`config.mk`:
```
export PLATFORM = sky130hd
export DESIGN_NAME = extrst_pulse_gen
export DESIGN_NICKNAME = d
export VERILOG_FILES = /design/src/rtl/extrst_pkg.sv /design/src/rtl/extrst_ctrl.sv /design/src/rtl/extrst_datapath.sv /design/src/rtl/extrst_pulse_gen.sv
export SDC_FILE = /design/constraint.sdc
export NUM_CORES = 1
export LEC_CHECK = 0
export ABC_CLOCK_PERIOD_IN_PS = 4200
export BUFFER_PORTS_ARGS = -buffer_cell sky130_fd_sc_hd__buf_4
export CAP_MARGIN = 20
export CELL_PAD_IN_SITES_DETAIL_PLACEMENT = 0
export CELL_PAD_IN_SITES_GLOBAL_PLACEMENT = 2
export CORE_UTILIZATION = 34
export DETAILED_ROUTE_END_ITERATION = 7
export HOLD_SLACK_MARGIN = 0.02
export PLACE_DENSITY_LB_ADDON = 0.1
export SYNTH_ARGS = -nofsm -noshare
export SYNTH_HDL_FRONTEND = slang
export SYNTH_SLANG_ARGS = --single-unit
```
`constraint.sdc`:
```
create_clock -name clk -period 4.2 [get_ports clk]
set_input_delay 0.21 -clock clk [delete_from_list [all_inputs] [get_ports clk]]
set_output_delay 0.21 -clock clk [all_outputs]
set_load 0.02 [all_outputs]
```
`src/rtl/extrst_pkg.sv`:
```
package extrst_pkg;

  localparam logic [7:0] KEY_POL_HIGH  = 8'hA5;
  localparam logic [7:0] KEY_POL_LOW   = 8'h5A;
  localparam logic [7:0] KEY_DRV_PUSH  = 8'hA8;
  localparam logic [7:0] KEY_DRV_OPEN  = 8'h8A;

  typedef enum logic {
    ST_IDLE  = 1'b0,
    ST_DRIVE = 1'b1
  } pulseState_t;

  typedef struct packed {
    logic loadWidth;
    logic polToHigh;
    logic polToLow;
    logic drvToPush;
    logic drvToOpen;
    logic loadCount;
    logic decCount;
  } dpStrobes_t;

endpackage

```
`src/rtl/extrst_ctrl.sv`:
```
module extrst_ctrl
  import extrst_pkg::*;
(
  input  logic       clk,
  input  logic       rstN,
  input  logic       expire,
  input  logic       tick,
  input  logic       wrEn,
  input  logic [7:0] topByte,
  input  logic       countZero,
  output dpStrobes_t strb,
  output logic       active
);

  pulseState_t state, stateNext;

  always_comb begin
    stateNext = state;
    strb = '0;
    strb.loadWidth = wrEn;
    strb.polToHigh = wrEn && (topByte == KEY_POL_HIGH);
    strb.polToLow  = wrEn && (topByte == KEY_POL_LOW);
    strb.drvToPush = wrEn && (topByte == KEY_DRV_PUSH);
    strb.drvToOpen = wrEn && (topByte == KEY_DRV_OPEN);
    unique case (state)
      ST_IDLE: begin
        if (expire) begin
          strb.loadCount = 1'b1;
          stateNext = ST_DRIVE;
        end
      end
      ST_DRIVE: begin
        if (tick) begin
          if (countZero) stateNext = ST_IDLE;
          else strb.decCount = 1'b1;
        end
      end
      default: stateNext = ST_IDLE;
    endcase
  end

  always_ff @(posedge clk or negedge rstN) begin
    if (!rstN) state <= ST_IDLE;
    else state <= stateNext;
  end

  assign active = (state == ST_DRIVE);

  // a strobe while idle starts the pulse on the next edge
  assert_start_R6: assert property (@(posedge clk) disable iff (!rstN)
    (!active && expire) |=> active);

  // the last tick at count zero ends the pulse
  assert_end_R6: assert property (@(posedge clk) disable iff (!rstN)
    (active && tick && countZero) |=> !active);

  // without a tick, nothing ends or restarts a running pulse
  assert_hold_R7: assert property (@(posedge clk) disable iff (!rstN)
    (active && !tick) |=> active);

endmodule

```
`src/rtl/extrst_datapath.sv`:
```
module extrst_datapath
  import extrst_pkg::*;
#(
  parameter int WIDTH_BITS = 20,
  parameter int DATA_W     = 32,
  parameter logic [WIDTH_BITS-1:0] RST_WIDTH = 'hFF
) (
  input  logic                  clk,
  input  logic                  rstN,
  input  dpStrobes_t            strb,
  input  logic [WIDTH_BITS-1:0] wrWidth,
  input  logic                  active,
  output logic [DATA_W-1:0]     rdData,
  output logic                  countZero,
  output logic                  pulseOut,
  output logic                  pulseOe
);

  localparam int PAD_W = DATA_W - 2 - WIDTH_BITS;

  logic [WIDTH_BITS-1:0] widthReg;
  logic [WIDTH_BITS-1:0] pulseCount;
  logic                  polHigh;
  logic                  pushPull;

  always_ff @(posedge clk or negedge rstN) begin
    if (!rstN) begin
      widthReg <= RST_WIDTH;
      polHigh  <= 1'b0;
      pushPull <= 1'b0;
    end else begin
      if (strb.loadWidth) widthReg <= wrWidth;
      if (strb.polToHigh) polHigh <= 1'b1;
      else if (strb.polToLow) polHigh <= 1'b0;
      if (strb.drvToPush) pushPull <= 1'b1;
      else if (strb.drvToOpen) pushPull <= 1'b0;
    end
  end

  always_ff @(posedge clk or negedge rstN) begin
    if (!rstN) pulseCount <= '0;
    else if (strb.loadCount) pulseCount <= widthReg;
    else if (strb.decCount) pulseCount <= pulseCount - 1'b1;
  end

  assign countZero = (pulseCount == '0);
  assign rdData    = {polHigh, pushPull, {PAD_W{1'b0}}, widthReg};
  assign pulseOut  = active ? polHigh : ~polHigh;
  assign pulseOe   = pushPull | active;

  // each counted tick moves the counter down by exactly one
  assert_dec_R6: assert property (@(posedge clk) disable iff (!rstN)
    strb.decCount |=> (pulseCount == $past(pulseCount) - 1'b1));

  // a start copies the length present at the start
  assert_load_R10: assert property (@(posedge clk) disable iff (!rstN)
    strb.loadCount |=> (pulseCount == $past(widthReg)));

endmodule

```
`src/rtl/extrst_pulse_gen.sv`:
```
module extrst_pulse_gen
  import extrst_pkg::*;
#(
  parameter int WIDTH_BITS = 20,
  parameter int DATA_W     = 32,
  parameter logic [WIDTH_BITS-1:0] RST_WIDTH = 'hFF
) (
  input  logic              clk,
  input  logic              rstN,
  input  logic              expire,
  input  logic              tick,
  input  logic              wrEn,
  input  logic [DATA_W-1:0] wrData,
  output logic [DATA_W-1:0] rdData,
  output logic              pulseOut,
  output logic              pulseOe
);

  localparam int TOP_LO = DATA_W - 8;

  dpStrobes_t strb;
  logic       activeW;
  logic       countZeroW;
  logic [7:0] topByte;
  logic       unusedBits;

  assign topByte    = wrData[DATA_W-1:TOP_LO];
  assign unusedBits = ^wrData[TOP_LO-1:WIDTH_BITS];

  extrst_ctrl i_ctrl (
    .clk       (clk),
    .rstN      (rstN),
    .expire    (expire),
    .tick      (tick),
    .wrEn      (wrEn),
    .topByte   (topByte),
    .countZero (countZeroW),
    .strb      (strb),
    .active    (activeW)
  );

  extrst_datapath #(
    .WIDTH_BITS (WIDTH_BITS),
    .DATA_W     (DATA_W),
    .RST_WIDTH  (RST_WIDTH)
  ) i_dp (
    .clk       (clk),
    .rstN      (rstN),
    .strb      (strb),
    .wrWidth   (wrData[WIDTH_BITS-1:0]),
    .active    (activeW),
    .rdData    (rdData),
    .countZero (countZeroW),
    .pulseOut  (pulseOut),
    .pulseOe   (pulseOe)
  );

  // the written length is what reads back
  assert_width_store_R2: assert property (@(posedge clk) disable iff (!rstN)
    wrEn |=> (rdData[WIDTH_BITS-1:0] == $past(wrData[WIDTH_BITS-1:0])));

  // an unkeyed top byte keeps polarity and drive
  assert_key_guard_R5: assert property (@(posedge clk) disable iff (!rstN)
    (wrEn && topByte != KEY_POL_HIGH && topByte != KEY_POL_LOW &&
     topByte != KEY_DRV_PUSH && topByte != KEY_DRV_OPEN)
    |=> $stable(rdData[DATA_W-1:DATA_W-2]));

  // the asserted pin level follows the polarity bit
  assert_level_R8: assert property (@(posedge clk) disable iff (!rstN)
    activeW |-> (pulseOut == rdData[DATA_W-1]));

  // open drain releases the pin while idle
  assert_release_R9: assert property (@(posedge clk) disable iff (!rstN)
    (!activeW && !rdData[DATA_W-2]) |-> !pulseOe);

endmodule

```
==> flow_metrics.tcl, run 1 <==
set metrics [dict create \
    fp.dieW_um 84.27 \
    cts_resized 0 \
    fin_crit_sh 0.5689 \
    worstSetupStartpointType "flip-flop" \
    rows 29 \
    synth_edf_count 0 \
    cap_violations 0 \
    wl_per_cell_um 15.33 \
    min_period_ns 2.389 \
    num_vias 1831 \
    die_area_um2 7101 \
    numCtsBuffers 5 \
    nNetsFinal 309 \
    syn_area_per_cell_um2 10.70 \
    grt_pass1_wl_um 8928 \
    routed_via_density 5.261 \
    placed_area_um2 2730 \
    cts_buffer_depth 2 \
    htree_levels 2 \
    synth_area_um2 2301 \
    power.density_nw_per_um2 513.8 \
    whs_path_depth 2 \
    crit_type "flip-flop to flip-flop" \
    timing.rr.start "i_dp.pulseCount[16]" \
    hp-start "wrData[25]" \
    hold_class "primary input to flip-flop" \
    instances_no_fill 348 \
    insertedDiodeCount 0 \
    rsz0062_at_grt "false" \
    synthCells 215 \
    io_buffers 56 \
    area_growth_pct 23.98 \
    tightest_slew_ns 0.8296 \
    post-place-ws_ns 1.837 \
    drtAntennaViolNets 0 \
    outcome "complete, but fails checks" \
    crit_chain "nor4_1, nand4_2, o22ai_2, o21bai_1, a221o_1" \
    grt_start_max_net_pins 44 \
    ys_types 50 \
    drive_gt1_frac 0.3911 \
    clk_pin_slew_ns 0.09 \
    ys.warnings.count 0 \
    grt.total_usage 0.1592 \
    critPathCaptureType "flip-flop" \
    stdcell_area_um2 2853 \
    cp.buffers_inverters 0 \
    path_depth 5 \
    route.detailed.drc 8 \
    first_pass_iters 6 \
    crit_fanout 16 \
    fp.dieH_um 84.27 \
    utilization 0.4417 \
    cts_tree "yes" \
    critical_path.startpoint "i_dp.pulseCount[16]" \
    skew_ns 0.01162 \
    cts-root-buf "clkbuf_8" \
    critPathRequiredTime_ns 4.45 \
    ys_seq_elements 43 \
    critical-path-max-stage-delay_ns 0.66 \
    hold_viol_final 0 \
    reg2regPathDepth 5 \
    ir_drop_mv 0.1841 \
    cp_data_arrival_time_ns 2.63 \
    synth_flop_cell "dfrtp_1" \
    cts.sinks 43 \
    clock_latency_ns 0.30 \
    ys_seq_area_frac 0.4720 \
    antenna_found_initial 0 \
    setup_viol 0 \
    setup_slack_ns 1.811 \
    violations "design-rule violations" \
    routed_wl_um 5336 \
    crit_slowest_cell "o22ai_2" \
    grt_overflow_total 0 \
    slew_viol_final 0 \
    core_um2 6459 \
    gp_congestion 0.7518 \
    post-place-cells 339 \
    ios 71 \
    fillCellCount 651 \
    dp.final_hpwl_um 3553 \
    tns_ns 0 \
    first_global_vias 1741 \
    async_flop_share 1.000 \
    first_iter_violations 113 \
    fmax_ghz 0.4186 \
    relSlewSlack 0.4470 \
    initial_utilization 0.3563 \
    crit_family "compound AO/OA/AOI/OAI gates" \
    p_leak_nw 1.238 \
]
==> where the power goes <==
part | internal [mW] | switching, mW | leakage [nW] | total (mW)
clock network | 0.177 | 0.152 | 0.0581 | 0.329
registers | 0.516 | 0.124 | 0.516 | 0.640
logic | 0.218 | 0.278 | 0.664 | 0.496
total | 0.911 | 0.554 | 1.24 | 1.47
==> stage by stage <==
step | hold WS [ns] | power, mW
2_1_floorplan | -0.08559 | 0.9886
3_3_place_gp | 0.2483 | 1.140
3_5_place_dp | 0.2440 | 1.142
4_1_cts | 0.1050 | 1.480
5_1_grt | 0.1197 | 1.576
6_report | 0.1113 | 1.466
==> final cells by class <==
cell class                 instances  area (µm²)  share of cell area
timing repair buffer              58       437.9              0.1535
clock inverter                     3       43.79             0.01535
tap                               77       96.34             0.03377
clock buffer                       5       68.82             0.02412
inverter                           5       18.77            0.006579
sequential                        43        1086              0.3807
multi-input combinational        157        1101              0.3860
==> path summary, 6_finish.rpt <==
path                                       end  slack [ns]
min in group asynchronous   i_dp.pulseCount[2]        0.43
min                              i_dp.pushPull        0.11
max                         i_dp.pulseCount[3]        1.81
max in group asynchronous   i_dp.pulseCount[8]        3.39
min reg2reg                i_dp.pulseCount[18]        0.52
max reg2reg                 i_dp.pulseCount[3]        1.81
==> metal layers <==
metal / vias to the layer above / track usage / part of all wire
met5: - / 0 / 0
met4: 0 / 0.04232 / 0.012
met2: 44 / 0.2496 / 0.45
li1: 902 / - / -
met1: 879 / 0.2228 / 0.50
met3: 6 / 0.03441 / 0.043
==> state kept, by name, indices dropped and copies added, names as in the netlist <==
| signal | count |
|---|---|
| i_dp.pushPull | 1 |
| i_dp.polHigh | 1 |
| i_ctrl.active | 1 |
| i_dp.widthReg | 20 |
| i_dp.pulseCount | 20 |
==> logic make-up (layout without fill, tap and decap cells) <==
| logic type | count (synthesis) | in the layout | synth area share |
|---|---|---|---|
| xor+xnor | 1 | 1 | 0.003807 |
| mux | 20 | 20 | 0.09788 |
| fa+ha+maj | 2 | 2 | 0.01087 |
| simple gates | 76 | 76 | 0.1871 |
| buf+inv | 24 | 71 | 0.06416 |
| compound gates | 48 | 48 | 0.1626 |
| other cells | 1 | 10 | 0.001630 |
| flops | 43 | 43 | 0.4720 |
==> cell usage after synthesis (all sizes together) (2+ instances only) <==
cell / instances / area [µm²]
o211ai: 4 / 30.03
nand3: 13 / 65.06
nand2: 17 / 63.81
a32oi: 5 / 43.79
a31oi: 4 / 25.02
clkbuf: 2 / 7.510
dfstp: 8 / 210.2
or4: 2 / 15.01
nor3b: 2 / 20.02
dfrtp: 35 / 875.8
o311ai: 2 / 17.52
nor2: 12 / 45.04
nor3: 6 / 30.03
or3: 5 / 32.53
a221o: 9 / 90.09
a21o: 2 / 15.01
ha: 2 / 25.02
or2: 3 / 18.77
mux2: 20 / 225.2
o31ai: 2 / 15.01
nor4: 5 / 52.55
nand4: 4 / 31.28
o21ai: 6 / 41.29
a21oi: 8 / 40.04
inv: 5 / 18.77
and2: 2 / 13.77
buf: 17 / 121.4
==> cells in the final DEF, fill, tap and decap left out, drive strengths merged, types with 2 or more instances in the layout <==
master  Yosys  routed
a21oi       8       8
buf        17      57
nor3b       2       2
clkinv      0       2
inv         5       5
clkbuf      2       5
a221o       9       9
a21o        2       2
o21ai       6       6
dfrtp      35      35
or4         2       2
and2        2       2
nand4       4       4
or2         3       3
nor2       12      12
dfstp       8       8
o31ai       2       2
nor4        5       5
o311ai      2       2
a31oi       4       4
nand3      13      13
ha          2       2
nor3        6       6
conb        1      10
mux2       20      20
nand2      17      17
or3         5       5
a32oi       5       5
o211ai      4       4
==> repair_timing <==
| item | 4_1_cts | 5_1_grt |
|---|---|---|
| setup buffers | 0 | 0 |
| endpoints found under the hold margin | 35 | 0 |
| hold buffers | 1 | 0 |
No activity file was read; power rests on OpenSTA's default activity.
==> inputs of run 2 (changes only) <==
- ABC_AREA: default -> 1
- ABC_CLOCK_PERIOD_IN_PS: 4200 -> 2100
- CORE_UTILIZATION: 34 -> 26
- clock period: 4.2 -> 2.1 ns (I/O delays scaled with it)
==> run 2 against run 1 <==
The flow now finishes without violations. Sequential share of layout area down 6.3 points. Total power grew 130%. Via count increased by 30%. Cell count up 60%. First-iteration DRC count decreased by 41%. Register-to-register slack got worse by 1.4 ns. Critical endpoint is now i_dp.pulseCount[6]. Largest cell class unchanged. Largest power group is now combinational cells.
==> flow_metrics.tcl, run 2 <==
set metrics [dict create \
    instances_no_fill 558 \
    synthCells 348 \
    synth_top_family_by_area "simple AND/OR/NAND/NOR gates" \
    ios 71 \
    cts_buffer_depth 2 \
    min_period_ns 1.738 \
    ys_top_cells_by_count "nand2_1 (129), nand3_1 (39), dfrtp_1 (35)" \
    ys_seq_area_frac 0.4143 \
    muxShareOfSynthArea 0 \
    post-place-cells 528 \
    fillCellCount 1077 \
    grt_overflow_total 0 \
    cp_data_arrival_time_ns 1.93 \
    p_leak_nw 1.752 \
    worstSetupStartpointType "flip-flop" \
    numCtsBuffers 5 \
    reg2reg_slack_ns 0.36 \
    first_global_vias 2418 \
    multiInputGateArea_um2 1320 \
    tightest_slew_ns 0.6026 \
    tns_ns 0 \
    r2r-end "i_dp.pulseCount[6]" \
    fp.dieH_um 102.4 \
    cts-root-buf "clkbuf_8" \
    wl_per_cell_um 12.90 \
    timing.rr.start "i_ctrl.active" \
    relSlewSlack 0.5983 \
    clk_pin_slew_ns 0.10 \
    grt.total_usage 0.1535 \
    power.density_nw_per_um2 974.2 \
    rsz0062_at_grt "false" \
    synth.area.top_cells "dfrtp_1 (33%), nand2_1 (18%), dfstp_2 (8.0%)" \
    first_iter_violations 67 \
    synth_top_area_frac 0.3341 \
    synth.most_common_cell "nand2_1" \
    grt_pass1_wl_um 12210 \
    post-cts-setup-buffers 0 \
    outcome "completed" \
    synth_flop_cell "dfrtp_1" \
    routed_wl_um 7200 \
    fp.dieW_um 102.4 \
    rows 36 \
    antenna_found_initial 0 \
    first_pass_iters 4 \
    cts.sinks 43 \
    gp_congestion 0.7399 \
    ys_seq_elements 43 \
    drive_gt1_frac 0.2588 \
    core_um2 9774 \
    synthAdderAreaFrac 0.009547 \
    grt_start_max_net_pins 44 \
    ys_types 35 \
    route.detailed.drc 0 \
    ir_drop_mv 0.2919 \
    insertedDiodeCount 0 \
    slew_viol_final 0 \
    crit_fanout 19 \
    final_cell_mix "nand2_1 (129), buf_4 (60), nand3_1 (39)" \
    synth_edf_count 0 \
    hp-start "expire" \
    skew_ns 0.006779 \
    async_flop_share 1.000 \
    io_buffers 56 \
    clock_latency_ns 0.30 \
    area_growth_pct 30.50 \
    nNetsFinal 463 \
    num_vias 2373 \
    yosys.area.top_type "dfrtp_1" \
    hold_viol_final 0 \
    synth_xor_area_frac 0.03007 \
    setup_viol 0 \
    synth_compound_area_frac 0.01909 \
    whs_endpoint "i_ctrl.active" \
    seq_area_um2 1086 \
    crit_type "flip-flop to flip-flop" \
    cap_violations 0 \
    drtAntennaViolNets 0 \
    fin_crit_sh 0.8276 \
    whs_ns 0.05156 \
    syn_area_per_cell_um2 7.532 \
    routed_via_density 4.253 \
    initial_utilization 0.2682 \
    reg_top3 "i_dp.pulseCount x20, i_dp.widthReg x20" \
    hold_class "primary input to flip-flop" \
    whs_path_depth 2 \
    synth_area_um2 2621 \
    ys.warnings.count 0 \
    final_common_cell "nand2_1" \
    htree_levels 2 \
    fmax_ghz 0.5754 \
    dp.final_hpwl_um 5350 \
    yosys.area_share.simple 0.4305 \
    critical_path.startpoint "i_ctrl.active" \
    critPathRequiredTime_ns 2.29 \
    die_area_um2 10490 \
    critPathCaptureType "flip-flop" \
    reg2regPathDepth 7 \
    cts_tree "yes" \
]
-- run 2: cell count changes in the layout (fill, tap and decap cells not counted), sizes merged, moves of 5 or more --
cell	delta
dlygate4sd3	+21
a32oi	-5
a21oi	-7
mux2	-20
xor2	+5
nor2	+26
nand2	+124
nand3	+35
a221o	-9
nand3b	+6
or3	-5
nor3	-6
inv	+17
-- run 2: final cells by class --
type                            instances  area share
Multi-Input combinational cell        269      0.3859
Inverter                               23     0.02597
Sequential cell                        43      0.3175
Tap cell                              133     0.04865
Clock buffer                            5     0.02012
Clock inverter                          3    0.005852
Timing Repair Buffer                   82      0.1960
-- run 2: routing by layer --
layer	routed length (µm)	track usage
met5	0	0
met1	3646	0.2120
met2	3229	0.2452
met4	81	0.03956
met3	242	0.03010
-- run 2: critical path: stages, from the launching register on --
cell      delay [ns]
dfrtp_1         0.44
inv_1           0.07
nand2_2         0.20
clkinv_1        0.50
nor2_1          0.23
a21oi_1         0.08
nand2_1         0.06
nand2_1         0.05
-- run 2: worst max path at each step --
stage	endpoint	depth (start not counted)	slack, ns
after floorplan	i_dp.pulseCount[12]	10	0.65
after global placement	i_dp.pulseCount[6]	7	0.35
after detailed placement	i_dp.pulseCount[6]	7	0.33
after CTS	i_dp.pulseCount[6]	7	0.31
after global routing	i_dp.pulseCount[6]	7	0.16
final	i_dp.pulseCount[6]	7	0.36
-- run 2: cells by family (layout without fill, tap and decap cells) --
logic type,after synthesis,in the layout
AOI/OAI and AO/OA,8,8
and+or+nand+nor,240,240
adders and majority gates,2,2
xor gates and xnor gates,9,9
DFF,43,43
other,1,10
buffers and inverters,45,113
-- run 2: where the power goes --
group | switching (mW) | total, mW | internal [mW] | leakage (nW)
registers | 0.258 | 1.29 | 1.04 | 0.522
clock network | 0.324 | 0.556 | 0.232 | 0.0402
logic | 0.888 | 1.48 | 0.594 | 1.19
total | 1.47 | 3.33 | 1.86 | 1.75
-- run 2: timing repair --
action / CTS / global route
gates resized for setup: 0 / 0
hold endpoints to repair: 56 / 0
hold buffers: 22 / 0
-- run 2: stage by stage --
step / power (mW) / setup WS (ns) / instance area, µm² / utilization
after floorplan: 2.396 / 0.6507 / 2655 / -
after global placement: 2.790 / 0.3529 / 3112 / 0.3184
after global routing: 3.685 / 0.1602 / 3421 / 0.3500
final: 3.332 / 0.3620 / 3421 / 0.3500
after detailed placement: 2.789 / 0.3295 / 3112 / 0.3184
after CTS: 3.400 / 0.3079 / 3421 / 0.3500
==> inputs of run 3 (changes only) <==
- ABC_CLOCK_PERIOD_IN_PS: 2100 -> 1600
- CORE_UTILIZATION: 26 -> 29
- clock period: 2.1 -> 1.6 ns (I/O delays scaled with it)
==> run 3 against run 2 <==
Register-to-register slack got worse by 0.25 ns. Sequential share of layout area shrank 0.85 points. Sequential power grew 29%. Non-clock buffer count up 13. Utilization rose by 5.3 points. Design area is 2.9% higher. Critical path type unchanged. Via count up 1.3%. Largest cell class unchanged. First-iteration DRC count grew 28%. Cell count shrank 2.2%. Worst hold slack better by 0.00079 ns. Critical path depth up 1. Clock skew shrank 0.0030 ns.
==> flow_metrics.tcl, run 3 (same netlist as run 2, synthesis figures left out) <==
set metrics [dict create \
    fp.dieH_um 97.07 \
    timing.rr.start "i_dp.pulseCount[7]" \
    tns_ns 0 \
    antenna_found_initial 0 \
    area_growth_pct 34.22 \
    die_area_um2 9423 \
    path_depth 8 \
    grt_pass1_wl_um 11970 \
    outcome "completed" \
    drtAntennaViolNets 0 \
    reg_top3 "i_dp.pulseCount x20, i_dp.widthReg x20" \
    hold_viol_final 0 \
    final_cell_mix "nand2_1 (129), buf_4 (72), nand3_1 (39)" \
    setup_slack_ns 0.1094 \
    grt.total_usage 0.1604 \
    relSlewSlack 0.5550 \
    fin_crit_sh 0.9316 \
    cp.buffers_inverters 1 \
    clkPwrFrac 0.167 \
    cp_data_arrival_time_ns 1.73 \
    crit_slowest_cell "dfrtp_2" \
    nNetsFinal 476 \
    crit_family "simple AND/OR/NAND/NOR gates" \
    route.detailed.drc 0 \
    seq_area_um2 1087 \
    gp_congestion 0.7635 \
    crit_chain "nor2_2, nand2_2, nor2_2, nand3_4, nand2_4, buf_4, nand3_1, nand3_2" \
    rows 34 \
    p_leak_nw 1.820 \
    io_buffers 56 \
    fp.dieW_um 97.07 \
    switchingPower_mw 1.964 \
    crit_top_cell "nor2_2" \
    post-place-cells 515 \
    whs_ns 0.05234 \
    placed_area_um2 3171 \
    r2r-end "i_dp.pulseCount[10]" \
    multiInputGateArea_um2 1335 \
    p_int_mw 2.609 \
    fmax_ghz 0.6709 \
    core_um2 8721 \
    first_pass_iters 4 \
    critPathCaptureType "flip-flop" \
    routed_via_density 4.401 \
    utilization 0.4034 \
    post-place-ws_ns 0.06360 \
    critical_path.startpoint "i_dp.pulseCount[7]" \
    top_layer "met4" \
    numCtsBuffers 5 \
    critPathRequiredTime_ns 1.84 \
    first_global_vias 2342 \
    final_common_cell "nand2_1" \
    clock_latency_ns 0.30 \
    rsz0062_at_grt "true" \
    stdcell_area_um2 3518 \
    hold_class "primary input to flip-flop" \
    power.density_nw_per_um2 1300 \
    ir_drop_mv 0.4443 \
    reg2reg_slack_ns 0.11 \
    cp-endpoint "i_dp.pulseCount[10]" \
    min_period_ns 1.491 \
    initial_utilization 0.3006 \
    setup_viol 0 \
    clk_pin_slew_ns 0.09 \
    post-cts-setup-buffers 0 \
    cts-root-buf "clkbuf_8" \
    slew_viol_final 0 \
    combPwrFrac 0.468 \
    num_vias 2403 \
    met3_length_um 295 \
    grt_start_max_net_pins 44 \
    crit_type "flip-flop to flip-flop" \
    cts.sinks 43 \
    instances_no_fill 546 \
    htree_levels 2 \
    switching_share 0.4295 \
    cap_violations 0 \
    tightest_slew_ns 0.6668 \
    wl_met2_um 3239 \
    fillCellCount 908 \
    wl_per_cell_um 13.12 \
    ios 71 \
    routed_wl_um 7163 \
    crit_fanout 7 \
    worstSetupStartpointType "flip-flop" \
    wl_met1_um 3555 \
    critical-path-max-stage-delay_ns 0.45 \
    drive_gt1_frac 0.2900 \
    dp.final_hpwl_um 5361 \
    skew_ns 0.003814 \
    seqPwrFrac 0.365 \
    grt_overflow_total 0 \
    cts_buffer_depth 2 \
    first_iter_violations 86 \
    reg2regPathDepth 8 \
    cts_tree "yes" \
    insertedDiodeCount 0 \
    finalPower_mw 4.574 \
]
[run 3: what timing repair did]
action	CTS	global route
endpoints found under the setup margin	0	15
endpoints found under the hold margin	57	0
gates resized for setup	0	7
hold buffers	23	0
[run 3: routing by layer]
layer,vias to the layer above,GRT usage
met3,6,0.03309
met2,55,0.2519
met5,-,0
li1,1251,-
met4,0,0.03789
met1,1091,0.2256
[run 3: worst min path at each step]
stage,from,end,slack (ns),cells past startpoint
3_5_place_dp,rstN,i_dp.pulseCount[12],0.14,1
2_1_floorplan,rstN,i_ctrl.active,-0.22,0
6_report,wrData[31],i_dp.polHigh,0.05,3
4_1_cts,wrData[31],i_dp.polHigh,0.05,3
3_3_place_gp,rstN,i_dp.pulseCount[3],0.13,1
5_1_grt,wrData[31],i_dp.polHigh,0.05,3
[run 3: area by class of cell]
cell class / count / share of cell area
multi-input cells: 269 / 0.3794
flip-flops and latches: 43 / 0.3090
repair buffers: 95 / 0.2191
well taps: 108 / 0.03841
inverters: 23 / 0.02596
clock buffers: 6 / 0.02347
clock inverters: 2 / 0.004623
[run 3: tightest hold or removal path, cell delays in order]
cell and delay [ns]:
buf_4 0.08, nor4_1 0.04, o22ai_1 0.10
[run 3: power by group through the flow]
stage	Sequential (mW)	Clock [mW]	Combinational (mW)
final	1.67	0.763	2.14
after detailed placement	1.69	0	2.09
after global placement	1.69	0	2.06
after floorplan	1.68	0	1.46
after CTS	1.67	0.793	2.14
after global routing	1.72	0.844	2.42
